[src/rtl/phy_evt_pkg.sv]
package phy_evt_pkg;
  localparam int unsigned ADDR_W = 5;
  localparam int unsigned DATA_W = 16;

  localparam logic [ADDR_W-1:0] ADDR_LP_ABIL = 5'h05;
  localparam logic [ADDR_W-1:0] ADDR_AN_EXP  = 5'h06;
  localparam logic [ADDR_W-1:0] ADDR_DISC    = 5'h12;
  localparam logic [ADDR_W-1:0] ADDR_FALSE   = 5'h13;

  localparam int unsigned NUM_CNT  = 2;
  localparam int unsigned CNT_DISC = 0;
  localparam int unsigned CNT_FALS = 1;

  typedef struct packed {
    logic [DATA_W-6:0] zero_hi;
    logic              link_fault;
    logic              lp_next_page;
    logic              own_next_page;
    logic              page_rcvd;
    logic              lp_autoneg;
  } an_exp_word_t;
endpackage

[src/rtl/phy_rst_sync.sv]
module phy_rst_sync #(
  parameter int unsigned STAGES = 2
) (
  input  logic clk,
  input  logic arst_n,
  output logic srst_n
);
  logic [STAGES-1:0] sync_q;

  always_ff @(posedge clk or negedge arst_n) begin
    if (!arst_n) begin
      sync_q <= '0;
    end else begin
      sync_q <= {sync_q[STAGES-2:0], 1'b1};
    end
  end

  assign srst_n = sync_q[STAGES-1];
endmodule

[src/rtl/phy_evt_counter.sv]
module phy_evt_counter #(
  parameter int unsigned WIDTH    = 16,
  parameter bit          SATURATE = 1'b0
) (
  input  logic             clk,
  input  logic             rst_n,
  input  logic             evt,
  input  logic             rd_clr,
  input  logic             ld,
  input  logic [WIDTH-1:0] ld_val,
  output logic [WIDTH-1:0] count
);
  localparam logic [WIDTH-1:0] CNT_MAX = '1;
  localparam logic [WIDTH-1:0] CNT_ONE = WIDTH'(1);

  logic [WIDTH-1:0] cnt_q, cnt_d, cnt_inc;
  logic             cnt_en;

  generate
    if (SATURATE) begin : g_sat
      assign cnt_inc = (cnt_q == CNT_MAX) ? CNT_MAX : cnt_q + CNT_ONE;
    end else begin : g_wrap
      assign cnt_inc = cnt_q + CNT_ONE;
    end
  endgenerate

  always_comb begin
    cnt_d = cnt_q;
    if (rd_clr) begin
      cnt_d = evt ? CNT_ONE : '0;
    end else if (ld) begin
      cnt_d = ld_val;
    end else if (evt) begin
      cnt_d = cnt_inc;
    end
  end

  assign cnt_en = evt | rd_clr | ld;

  always_ff @(posedge clk or negedge rst_n) begin
    if (!rst_n) begin
      cnt_q <= '0;
    end else if (cnt_en) begin
      cnt_q <= cnt_d;
    end
  end

  assign count = cnt_q;
endmodule

[src/rtl/phy_sticky_flag.sv]
module phy_sticky_flag (
  input  logic clk,
  input  logic rst_n,
  input  logic set,
  input  logic clr,
  output logic flag
);
  logic flag_q, flag_d, flag_en;

  always_comb begin
    flag_d = set | (flag_q & ~clr);
  end

  assign flag_en = set | clr;

  always_ff @(posedge clk or negedge rst_n) begin
    if (!rst_n) begin
      flag_q <= 1'b0;
    end else if (flag_en) begin
      flag_q <= flag_d;
    end
  end

  assign flag = flag_q;
endmodule

[src/rtl/phy_evt_regs.sv]
module phy_evt_regs
  import phy_evt_pkg::*;
(
  input  logic              clk,
  input  logic              rst_n,
  input  logic [ADDR_W-1:0] reg_addr,
  input  logic              reg_rd,
  input  logic              reg_wr,
  input  logic [DATA_W-1:0] reg_wdata,
  output logic [DATA_W-1:0] reg_rdata,
  input  logic              evt_disconnect,
  input  logic              evt_false_carrier,
  input  logic              evt_page_rx,
  input  logic              evt_link_fault,
  input  logic              lp_np_capable,
  input  logic              lp_an_capable
);
  logic srst_n;

  phy_rst_sync #(.STAGES(2)) u_rst_sync (
    .clk    (clk),
    .arst_n (rst_n),
    .srst_n (srst_n)
  );

  // Address decode
  logic hit_lp, hit_exp;
  logic [NUM_CNT-1:0] hit_cnt;
  assign hit_lp           = (reg_addr == ADDR_LP_ABIL);
  assign hit_exp          = (reg_addr == ADDR_AN_EXP);
  assign hit_cnt[CNT_DISC] = (reg_addr == ADDR_DISC);
  assign hit_cnt[CNT_FALS] = (reg_addr == ADDR_FALSE);

  logic              wr_eff;
  assign wr_eff = reg_wr & ~reg_rd;

  // Counters: one wrapping, one saturating
  logic [NUM_CNT-1:0]             cnt_evt;
  logic [NUM_CNT-1:0][DATA_W-1:0] cnt_val;
  assign cnt_evt[CNT_DISC] = evt_disconnect;
  assign cnt_evt[CNT_FALS] = evt_false_carrier;

  generate
    for (genvar gi = 0; gi < NUM_CNT; gi++) begin : g_cnt
      phy_evt_counter #(
        .WIDTH    (DATA_W),
        .SATURATE (gi == CNT_FALS)
      ) u_cnt (
        .clk    (clk),
        .rst_n  (srst_n),
        .evt    (cnt_evt[gi]),
        .rd_clr (reg_rd & hit_cnt[gi]),
        .ld     (wr_eff & hit_cnt[gi]),
        .ld_val (reg_wdata),
        .count  (cnt_val[gi])
      );
    end
  endgenerate

  // Latched status flags
  logic fault_flag, page_flag;

  phy_sticky_flag u_fault_flag (
    .clk   (clk),
    .rst_n (srst_n),
    .set   (evt_link_fault),
    .clr   (reg_rd & hit_exp),
    .flag  (fault_flag)
  );

  phy_sticky_flag u_page_flag (
    .clk   (clk),
    .rst_n (srst_n),
    .set   (evt_page_rx),
    .clr   (reg_rd & hit_lp),
    .flag  (page_flag)
  );

  // Expansion word assembly
  an_exp_word_t exp_word;
  always_comb begin
    exp_word               = '0;
    exp_word.link_fault    = fault_flag;
    exp_word.lp_next_page  = lp_np_capable;
    exp_word.own_next_page = 1'b0;
    exp_word.page_rcvd     = page_flag;
    exp_word.lp_autoneg    = lp_an_capable;
  end

  // Read mux and registered read data
  logic [DATA_W-1:0] rdata_d, rdata_q;

  always_comb begin
    rdata_d = '0;
    if (hit_exp) begin
      rdata_d = exp_word;
    end else if (hit_cnt[CNT_DISC]) begin
      rdata_d = cnt_val[CNT_DISC];
    end else if (hit_cnt[CNT_FALS]) begin
      rdata_d = cnt_val[CNT_FALS];
    end
  end

  always_ff @(posedge clk or negedge srst_n) begin
    if (!srst_n) begin
      rdata_q <= '0;
    end else if (reg_rd) begin
      rdata_q <= rdata_d;
    end
  end

  assign reg_rdata = rdata_q;
endmodule

[config.mk]
export PLATFORM = sky130hd
export DESIGN_NAME = phy_evt_regs
export DESIGN_NICKNAME = d
export VERILOG_FILES = /design/src/rtl/phy_evt_pkg.sv /design/src/rtl/phy_rst_sync.sv /design/src/rtl/phy_evt_counter.sv /design/src/rtl/phy_sticky_flag.sv /design/src/rtl/phy_evt_regs.sv
export SDC_FILE = /design/constraint.sdc
export NUM_CORES = 1
export LEC_CHECK = 0
export CELL_PAD_IN_SITES_DETAIL_PLACEMENT = 0
export CELL_PAD_IN_SITES_GLOBAL_PLACEMENT = 1
export CORE_MARGIN = 4
export CORE_UTILIZATION = 35
export DETAILED_ROUTE_END_ITERATION = 8
export PLACE_DENSITY_LB_ADDON = 0.3
export SETUP_SLACK_MARGIN = 0.5
export SYNTH_ARGS = -nofsm -noshare
export SYNTH_HDL_FRONTEND = slang
export SYNTH_HIERARCHICAL = 1
export SYNTH_SLANG_ARGS = --single-unit
[constraint.sdc]
create_clock -name clk -period 1.5 [get_ports clk]
set_input_delay 0.3 -clock clk [delete_from_list [all_inputs] [get_ports clk]]
set_output_delay 0.3 -clock clk [all_outputs]
set_load 0.02 [all_outputs]
* Word-level counts from Yosys, hierarchy flattened
Index checks and enable logic that the tools add are counted.
Storage, ports and cells: register bits 52, input port bits 31, output and inout bits 16, logic and storage cells 49
Cells by class: add/subtract/negate cells 2, equality and inequality tests 5, muxes and demuxes 12, bitwise logic cells 20, reduce and logical (&&, ||, !) cells 4
Operators with widths (count):
- $mux W16 | 10
- $add A16 B1 Y16 const B | 2
- $eq A16 B16 Y1 const B | 1
- $eq A5 B3 Y1 const B | 2
- $eq A5 B5 Y1 const B | 2
- $and A1 B1 Y1 | 9
- $or A1 B1 Y1 | 8
- $reduce_bool A3 Y1 | 2
- $reduce_and A2 Y1 | 2
- $not A1 Y1 | 3
- $mux W1 | 2

* Longest topological paths before layout
depth in word-level cells 5, depth in mapped cells 9, mapped depth without buffers 7

* Hierarchy
Netlist, hierarchy kept.
Modules (own cells, without submodules):
- phy_evt_counter at g_cnt[1].u_cnt | instances 1, cells an instance 128, area each 1132.3 sq um, sequential area each 400.4 sq um
- phy_evt_counter at g_cnt[0].u_cnt | instances 1, cells an instance 113, area each 1043.5 sq um, sequential area each 400.4 sq um
- phy_evt_regs | instances 1, cells an instance 79, area each 889.6 sq um, sequential area each 400.4 sq um
- phy_sticky_flag | instances 2, cells an instance 3, area each 36.3 sq um, sequential area each 25.0 sq um
- phy_rst_sync | instances 1, cells an instance 3, area each 53.8 sq um, sequential area each 50.0 sq um

* Least setup slack after synthesis
Ideal clock, no wire load.
path type in2reg, start input port reg_addr[2], end register g_cnt[0].u_cnt.cnt_q[11], setup time 0.119 ns, arrival 1.697 ns, data required time 1.381 ns, slack -0.316 ns, stages 8, path buffers 3, path through and4bb_1 nand2_1 buf_2 nor2_1 clkbuf_1 clkbuf_1 a21oi_1 o21a_1
Between the ends: cells in the longest elaborated chain, start to end 5, elaborated cells between the ends (all ways) 9, classes of those cells 1 x eq/ne; 2 x mux; 4 x bitwise; 2 x reduce/logical
RTL lines:
- start: declaration | line phy_evt_regs.sv:6 | input logic [ADDR_W-1:0] reg_addr,
- $eq A5 B5 Y1 * | line phy_evt_regs.sv:31 | assign hit_cnt[CNT_DISC] = (reg_addr == ADDR_DISC);
- $and A1 B1 Y1 | line phy_evt_regs.sv:52 | .rd_clr (reg_rd & hit_cnt[gi]),
- $or A1 B1 Y1 (2 in a row) | line phy_evt_counter.sv:38 | assign cnt_en = evt | rd_clr | ld;
- $reduce_and A2 Y1 (no source line)
- end signal: assignment | line phy_evt_counter.sv:44 | cnt_q <= cnt_d;
- end: declaration | line phy_evt_counter.sv:16 | logic [WIDTH-1:0] cnt_q, cnt_d, cnt_inc;
Mark *: on every way between the ends. The rest lies on a longest branch, timed or not. A chain may end at the register's enable or synchronous reset.

* Worst setup path after layout
start input port reg_addr[3], end register g_cnt[1].u_cnt.cnt_q[15]
Between the ends: cells in the longest elaborated chain, start to end 5, elaborated cells between the ends (all ways) 9, classes of those cells 1 x eq/ne; 2 x mux; 4 x bitwise; 2 x reduce/logical
RTL lines:
- $eq A5 B5 Y1 * | line phy_evt_regs.sv:32 | assign hit_cnt[CNT_FALS] = (reg_addr == ADDR_FALSE);
- $and A1 B1 Y1 | line phy_evt_regs.sv:52
- $or A1 B1 Y1 (2 in a row) | line phy_evt_counter.sv:38
- $reduce_and A2 Y1 (no source line)
- end signal: assignment | line phy_evt_counter.sv:44
- end: declaration | line phy_evt_counter.sv:16
Marked as above.

==> run_results.csv <==
group,metric,value,unit
status,outcome,"finished with violations",
status,violations,"setup timing",
timing,hold_ws,0.1290,ns
setup_path,slowest_stage,"and4bb_1",
floorplan,num_rows,34,
floorplan,die_w,103.5,µm
logic_synthesis,yosys_warnings,6,
grt,overflow,0,
clock_network,cts.path.max_buffers,2,
timing,finalSetupTns,-0.3872,ns
pwr,ir_drop,861.8,µV
setup_path,cpMostUsedCell,"buf_6",
clock_network,htree_levels,2,
grt,antenna_found_initial,0,
cells_and_area,nets,542,
timing,timing_max_transition_violations_final,0,
setup_path,path_cells,"buf_6, and4bb_1, buf_6, and3_4, o21ba_4, buf_16, a31o_1, a32o_1",
pwr,leakage,0.002631,µW
floorplan,die_area,0.01071,mm²
drt,drtIter0Drc,133,
cells_and_area,num_antenna_cells,0,
floorplan,core_area,0.008806,mm²
logic_synthesis,ys_ff_latch,52,
drt,drtAntennaViolNets,0,
logic_synthesis,synth_cell_types,62,
hold_path,min_path_type,"flip-flop to asynchronous set/reset pin",
cells_and_area,ff_latch_area,0.001313,mm²
timing,timing.fmax,639.4,MHz
logic_synthesis,synth-main-ff-cell,"dfrtp_1",
setup_path,cp-end-kind,"flip-flop",
clock_network,root_buffer,"clkbuf_8",
cells_and_area,layout-drive-gt1-share,0.5373,
cells_and_area,n_fill_cell,688,
logic_synthesis,yosysSeqAreaShare,0.4077,
place,place_inst,551,
setup_path,slowest_delay,0.30,ns
timing,period_share,1.043,
cells_and_area,fin_cells,618,
place,port_buffers,46,
logic_synthesis,synth_edf_count,0,
setup_path,cp.required,1.71,ns
clock_network,cts_sinks,52,
pwr,powerDensity,785.1,mW/mm²
setup_path,cp-start-kind,"input port",
drt,drt-wirelength-per-cell,19.20,µm
clock_network,clk_pin_slew_worst_paths,0.10,ns
setup_path,critPathTopFamily,"compound AO/OA/AOI/OAI gates",
grt,grt_usage,0.2148,
timing,fin_skew,0.009338,ns
timing,setup_viol,18,
floorplan,boundaryPins,47,
drt,drc_errors,0,
drt,drt-total-wl,11870,µm
drt,vias,3354,
cells_and_area,final_cell_mix,"buf_4, buf_6, dfrtp_1, inv_1, clkdlybuf4s50_1",
logic_synthesis,syn_nets,362,
timing,setup_slack,-0.06406,ns
setup_path,criticalPathCategory,"input port to flip-flop",
logic_synthesis,syn_inst,329,
floorplan,initial_core_util,0.3625,
clock_network,clk_latency,0.32,ns
grt,grt_pass1_wl,17360,µm
cells_and_area,fin_util,0.6586,
clock_network,ctsHoldBuffers,0,
cells_and_area,layout_commonest_cell,"buf_4",
place,hpwl,7345,µm
timing,period_minus_slack,1.564,ns
drt,viasPerCell,5.427,
grt,grt_max_degree,22,
setup_path,path_max_fanout,5,
clock_network,cts_tree,"built",
timing,rsz0062_at_grt,"yes",
floorplan,dieHeight,103.5,µm
setup_path,worstPathArrival,1.78,ns
logic_synthesis,synth_area_per_cell,9.702,µm²
cells_and_area,multi_input_area,0.002237,mm²
logic_synthesis,syn_area,0.003192,mm²
setup_path,path_buf_inv,3,
drt,drt-pass1-iter-count,4,
grt,grt_pass1_vias,3386,
cells_and_area,area_growth,81.69,%
place,place_congestion,0.8124,
timing,hold_viol,0,
clock_network,numCtsBuffers,5,
run,drv_cap,0,
logic_synthesis,ys_async_sr_fraction,1.000,
pwr,totalPowerFinal,4553,µW
==> cell type report <==
cell class / count / area share
Clock buffer: 6 / 0.01251
Clock inverter: 2 / 0.002157
Tap cell: 108 / 0.02330
Multi-Input combinational cell: 232 / 0.3858
Sequential cell: 52 / 0.2263
Timing Repair Buffer: 189 / 0.3312
Inverter: 29 / 0.01877
==> layer usage <==
| layer | share of wire | routed length [µm] | vias up | track usage |
|---|---|---|---|---|
| li1 | - | - | 1567 | - |
| met1 | 0.42 | 4987 | 1675 | 0.2789 |
| met2 | 0.52 | 6175 | 90 | 0.3681 |
| met3 | 0.038 | 446 | 22 | 0.02951 |
| met4 | 0.021 | 255 | 0 | 0.07171 |
| met5 | 0 | 0 | - | 0 |
==> cells in the mapped netlist (all sizes together), types with 7 or more instances <==
library cell / n / area [µm²]
a21oi: 18 / 101.4
o22ai: 12 / 75.07
nor2: 12 / 45.04
o21ai: 30 / 150.1
nand3: 13 / 80.08
inv: 29 / 108.9
nand4: 7 / 103.9
dfrtp: 52 / 1301
a21o: 8 / 60.06
o21a: 7 / 52.55
buf: 10 / 65.06
nand2b: 9 / 56.30
mux2i: 16 / 160.2
nor3: 10 / 55.05
nand2: 20 / 75.07
==> through the flow <==
stage                     area (µm²)  setup slack, ns
after floorplan                 3312          -0.2377
after global placement          4402          -0.7410
after detailed placement        4402          -0.8469
after CTS                       5366         -0.04476
after global routing            5799          -0.1736
final                           5799         -0.06406
==> where the power goes <==
part | internal [µW] | total [µW] | switching, µW
Combinational | 1050 | 1870 | 820
Clock | 328 | 827 | 499
Sequential | 1600 | 1860 | 265
==> kinds of logic after synthesis <==
group / after synthesis / synth area share
multiplexers: 20 / 0.06664
buffers and inverters: 45 / 0.06468
other: 1 / 0.001175
adder cells (fa/ha/maj): 2 / 0.007839
AO/OA/AOI/OAI: 101 / 0.2156
flip-flops: 52 / 0.4077
AND/OR/NAND/NOR: 99 / 0.2117
XOR/XNOR: 9 / 0.02470
==> final timing paths <==
check / slack, ns / startpoint / cells after the start / to
hold / removal: 0.13 / u_rst_sync/sync_q[1] / 0 / g_cnt[0].u_cnt/count[0]
setup reg to reg: -0.05 / g_cnt[0].u_cnt/count[1] / 8 / g_cnt[0].u_cnt/count[7]
setup / recovery: -0.06 / reg_addr[3] / 8 / g_cnt[1].u_cnt/count[15]
min in group clk: 0.36 / u_rst_sync/sync_q[0] / 0 / u_rst_sync/sync_q[1]
hold reg to reg: 0.13 / u_rst_sync/sync_q[1] / 0 / g_cnt[0].u_cnt/count[0]
max in group asynchronous: 0.91 / u_rst_sync/sync_q[1] / 1 / g_cnt[1].u_cnt/count[10]
==> sequential cells by signal, indices dropped and copies added (netlist names) <==
| register | cells |
|---|---|
| g_cnt.u_cnt/count | 32 |
| reg_rdata | 16 |
| u_fault_flag/flag | 1 |
| u_page_flag/flag | 1 |
| u_rst_sync/sync_q | 2 |
==> repair_timing <==
item / in CTS / in global routing
pin swaps: 39 / 50
cloned: 5 / 2
endpoints found under the setup margin: 66 / 66
buffers inserted: 34 / 18
resized for setup: 249 / 50
No activity file was read; power rests on OpenSTA's default activity.
